### config.mk
export PLATFORM = sky130hd
export DESIGN_NAME = parity_xcvr_lane
export DESIGN_NICKNAME = d
export VERILOG_FILES = /design/src/rtl/ptx_pkg.sv /design/src/rtl/ptx_ctrl.sv /design/src/rtl/ptx_datapath.sv /design/src/rtl/parity_xcvr_lane.sv
export SDC_FILE = /design/constraint.sdc
export NUM_CORES = 1
export LEC_CHECK = 0
export BUFFER_PORTS_ARGS = -buffer_cell sky130_fd_sc_hd__buf_2
export CAP_MARGIN = 20
export CORE_AREA = 5 5 42 44
export CTS_CLUSTER_DIAMETER = 50
export DETAILED_ROUTE_END_ITERATION = 8
export DIE_AREA = 0 0 47 49
export HOLD_SLACK_MARGIN = 0.05
export PLACE_DENSITY = 0.69
export SLEW_MARGIN = 5
export SYNTH_ARGS = -nofsm -noshare
export SYNTH_HDL_FRONTEND = slang
export SYNTH_SLANG_ARGS = --single-unit
### constraint.sdc
create_clock -name clk -period 2.9 [get_ports clk]
set_input_delay 0.58 -clock clk [delete_from_list [all_inputs] [get_ports clk]]
set_output_delay 0.58 -clock clk [all_outputs]
set_load 0.005 [all_outputs]
### src/rtl/ptx_pkg.sv
package ptx_pkg;

  // Lane operating mode decoded from the two enables.
  typedef enum logic [1:0] {
    MODE_ISOLATE = 2'd0,
    MODE_A2B     = 2'd1,
    MODE_B2A     = 2'd2,
    MODE_DIAG    = 2'd3
  } laneMode_e;

  // Strobes passed from control to datapath.
  typedef struct packed {
    logic driveA;   // A-side bus driven from B
    logic driveB;   // B-side bus and parity pin driven from A
    logic invPar;   // emit wrong parity on purpose
    logic chkEn;    // checker result may load the error flag
  } laneStrobe_t;

  // Bit that completes an odd count of ones over a word.
  function automatic logic oddFill(input logic [15:0] word, input int unsigned width);
    logic acc;
    acc = 1'b1;
    for (int i = 0; i < 16; i++) begin
      if (i < width) acc = acc ^ word[i];
    end
    return acc;
  endfunction

endpackage

### src/rtl/ptx_ctrl.sv
module ptx_ctrl
  import ptx_pkg::*;
(
  input  logic        oeAN,
  input  logic        oeBN,
  output laneStrobe_t stb
);

  laneMode_e mode;

  always_comb begin
    case ({oeAN, oeBN})
      2'b10:   mode = MODE_A2B;
      2'b01:   mode = MODE_B2A;
      2'b00:   mode = MODE_DIAG;
      default: mode = MODE_ISOLATE;
    endcase
  end

  always_comb begin
    stb = '0;
    case (mode)
      MODE_A2B:  stb.driveB = 1'b1;
      MODE_DIAG: begin
        stb.driveB = 1'b1;
        stb.invPar = 1'b1;
      end
      MODE_B2A: begin
        stb.driveA = 1'b1;
        stb.chkEn  = 1'b1;
      end
      default: stb = '0;
    endcase
  end

  // never drive both buses at once
  always_comb begin
    a_r9_one_side: assert (!(stb.driveA && stb.driveB));
  end

endmodule

### src/rtl/ptx_datapath.sv
module ptx_datapath
  import ptx_pkg::*;
#(
  parameter int unsigned DATA_W = 8
) (
  input  logic              clk,
  input  logic              clrN,
  input  laneStrobe_t       stb,
  input  logic [DATA_W-1:0] aIn,
  input  logic [DATA_W-1:0] bIn,
  input  logic              parIn,
  output logic [DATA_W-1:0] aOut,
  output logic [DATA_W-1:0] bOut,
  output logic              parOut,
  output logic              errQ
);

  localparam int unsigned PAD_W = 16 - DATA_W;

  logic genPar;
  logic chkOdd;
  logic loadVal;

  // Parity generator for the A-to-B path.
  assign genPar = oddFill({{PAD_W{1'b0}}, aIn}, DATA_W);

  // Checker for the B-to-A path: odd over data plus parity pin.
  assign chkOdd = ^{bIn, parIn};

  assign aOut   = stb.driveA ? bIn : '0;
  assign bOut   = stb.driveB ? aIn : '0;
  assign parOut = stb.driveB ? (genPar ^ stb.invPar) : 1'b0;

  // Active-high internal error; idle modes load "no error".
  assign loadVal = stb.chkEn & ~chkOdd;

  always_ff @(posedge clk or negedge clrN) begin
    if (!clrN) errQ <= 1'b0;
    else       errQ <= loadVal;
  end

  // normal A-to-B output carries odd parity
  a_r2_odd_out: assert property (@(posedge clk) disable iff (!clrN)
    (stb.driveB && !stb.invPar) |-> (^{bOut, parOut}));

  // diagnostic output carries even parity
  a_r3_even_out: assert property (@(posedge clk) disable iff (!clrN)
    (stb.driveB && stb.invPar) |-> !(^{bOut, parOut}));

  // a held clear keeps the flag idle across edges
  a_r1_clear_hold: assert property (@(posedge clk)
    (!clrN && $past(!clrN)) |-> !errQ);

endmodule

### src/rtl/parity_xcvr_lane.sv
module parity_xcvr_lane
  import ptx_pkg::*;
#(
  parameter int unsigned DATA_W = 8
) (
  input  logic              clk,
  input  logic              clrN,
  input  logic              oeAN,
  input  logic              oeBN,
  input  logic [DATA_W-1:0] aIn,
  output logic [DATA_W-1:0] aOut,
  output logic              aDrv,
  input  logic [DATA_W-1:0] bIn,
  output logic [DATA_W-1:0] bOut,
  output logic              bDrv,
  input  logic              parIn,
  output logic              parOut,
  output logic              parDrv,
  output logic              errN,
  output logic              errDrv
);

  laneStrobe_t stb;
  logic        errQ;

  ptx_ctrl u_ctrl (
    .oeAN (oeAN),
    .oeBN (oeBN),
    .stb  (stb)
  );

  ptx_datapath #(.DATA_W(DATA_W)) u_dp (
    .clk    (clk),
    .clrN   (clrN),
    .stb    (stb),
    .aIn    (aIn),
    .bIn    (bIn),
    .parIn  (parIn),
    .aOut   (aOut),
    .bOut   (bOut),
    .parOut (parOut),
    .errQ   (errQ)
  );

  assign aDrv   = stb.driveA;
  assign bDrv   = stb.driveB;
  assign parDrv = stb.driveB;

  // Open-collector error line: pull low only, float high otherwise.
  assign errDrv = errQ;
  assign errN   = ~errQ;

  // checked result appears after the edge
  a_r5_capture: assert property (@(posedge clk) disable iff (!clrN)
    (!oeAN && oeBN) |=> (errN == $past(^{bIn, parIn})));

  // idle modes release the flag at the edge
  a_r6_release: assert property (@(posedge clk) disable iff (!clrN)
    !(!oeAN && oeBN) |=> errN);

  // isolation drives nothing
  a_r7_isolate: assert property (@(posedge clk) disable iff (!clrN)
    (oeAN && oeBN) |-> (!aDrv && !bDrv && !parDrv));

endmodule

==> reports/qor.yml <==
outcome: "complete, no violations"
synth_seq_cells: 1
place_inst: 94
top_regs: "u_dp.errQ x1"
drc: 0
p_sw_share_pct: 30.8
slowest_stage: "xnor3_1"
ys_seq_area_share_pct: 6.99
min_period_over_period_pct: 73.3
yosys-mux-area-fraction_pct: 5.59
diodes: 0
finalSetupTns_ns: 0
synth_top_family_by_area: "XOR/XNOR gates"
start_kind: "primary input"
nets: 101
die-area_um2: 2300
dr.pass1.iters: 4
routed_via_density: 4.19
cp_slowest_stage_delay_ns: 0.43
synth_top_cell_by_area: "xnor3_1"
crit_path_frequent_cell: "buf_2"
synth_cells: 38
synth_cell_types: 17
drv_cap: 0
path_cells: "buf_2 -> xor2_1 -> xnor3_1 -> mux2i_1 -> buf_2"
area_delta_synth_final_pct: 61.2
arrival_ns: 1.55
tightest_slew_ns: 0.474
drive_above_1_share_pct: 56.4
hold_class: "primary input to asynchronous set/reset pin"
coreArea_um2: 1400
power.leakage_uw: 0.000374
wl_per_cell_um: 9.66
synthSimpleGateAreaFrac_pct: 38.1
n_fill_cell: 156
hpwl_um: 860
p_per_area_nw_per_um2: 194
endpoint_kind: "output pin"
synth_top_cell_area_share_pct: 18.9
antenna_found_initial: 0
grt_pass1_vias: 408
track_usage_pct: 8.55
final-setup-viol-count: 0
combPwrFrac_pct: 84.9
final_hold_viol_count: 0
row_count: 14
synth-edff-count: 0
ys_warn_count: 0
ir_drop_uv: 87.3
p_sw_uw: 34.4
slew_violations: 0
post-cts-setup-buffers: 0
fin_cells: 94
synth_xor_area_share_pct: 40.2
fmax_mhz: 470
rsz0062_at_grt: "false"
drt_iter0_markers: 2
fp.dieW_um: 47
syn_area_per_cell_um2: 9.42
grt_max_degree: 11
wirelength_um: 908
seq_area_um2: 25.0
cp_max_fo: 2
synth_nets: 59
synthArstFlopShare_pct: 100
synth_compound_area_share_pct: 0
start_util_pct: 25.5
cp.buffers_inverters: 2
portBuffers: 42
post_cts_resized: 0
place.gp.congestion: 0.608
grt-ovfl-total: 0
grt_pass1_wl_mm: 1.59
sequentialPowerShare_pct: 15.1
critical_path.top_delay_family: "XOR/XNOR gates"
vias: 394
crit_type: "primary input to output pin"
synth_adder_area_share_pct: 0
synth_commonest_cells: "7 x and2_1, 7 x and2b_1, 4 x xnor2_1, 3 x xnor3_1"
largest_reg_flops: 1
p_clk_share_pct: 0
synth_area_leaders: "xnor3_1 19%, and2b_1 15%, and2_1 12%"
syn-cell-area_um2: 358
ant_nets: 0
slew_headroom_pct: 68.4
holdBufCountCts: 0
multi_input_area_um2: 300
required_ns: 2.32
num_io_pins: 43
largest-register: "u_dp.errQ"
synth_ff_type: "dfrtp_1"
die_h_um: 49
period_minus_slack_ns: 2.13
clk_pin_slew_worst_paths_ns: 0
p_int_uw: 77.3
-- cell usage in the layout, fill, tap and decap left out, types with 2 or more instances in the layout --
master   netlist  routed
and2_1         7       7
and2b_1        7       7
buf_2          0      42
mux2i_1        2       2
nand2_1        2       2
nor2b_1        2       2
xnor2_1        4       4
xnor3_1        3       3
xor2_1         2       2
-- metal layers --
layer  share of wire [%]  up-vias  wire, µm  GRT usage [%]
met4                   0        0         0              0
met2                  53       24       480           16.7
met5                   0        -         0              0
met1                  31      173       284           9.53
met3                  16        0       144           1.48
li1                    -      197         -              -
-- metrics by stage --
step | worst slack, ns | util (%) | power (µW) | hold slack, ns | area, µm²
floorplan | 1.03 | - | 74.7 | 0.284 | 358
global placement | 0.806 | 41.2 | 111 | 0.355 | 577
detailed placement | 0.760 | 41.2 | 114 | 0.357 | 577
CTS | 0.748 | 41.2 | 114 | 0.358 | 577
global route | 0.637 | 41.2 | 124 | 0.364 | 577
finish | 0.774 | 41.2 | 112 | 0.357 | 577
-- area by class of cell --
cell class	instances	area share (%)
flip-flops and latches	1	4.34
inverters	2	3.69
well taps	16	3.47
multi-input cells	33	52.1
repair buffers	42	36.4
-- worst paths after layout --
path                       startpoint         to  slack, ns  cells after the start
max in group asynchronous        clrN  u_dp.errQ       2.46                      1
min                              clrN  u_dp.errQ       0.36                      1
min in group clk                 oeAN  u_dp.errQ       0.89                      3
max                            aIn[4]     parOut       0.77                      5
-- cells by family after synthesis --
group,Yosys count
flops,1
simple gates,21
mux,2
xor+xnor,10
buf+inv,4
-- power by group through the flow --
stage	combinational (µW)	clock, µW	sequential, µW
2_1_floorplan	57.6	0	17.1
3_3_place_gp	94.4	0	16.8
3_5_place_dp	96.9	0	16.9
4_1_cts	97.2	0	16.9
5_1_grt	106	0	17.3
6_report	94.8	0	16.9
(Power assumes the default switching activity.)
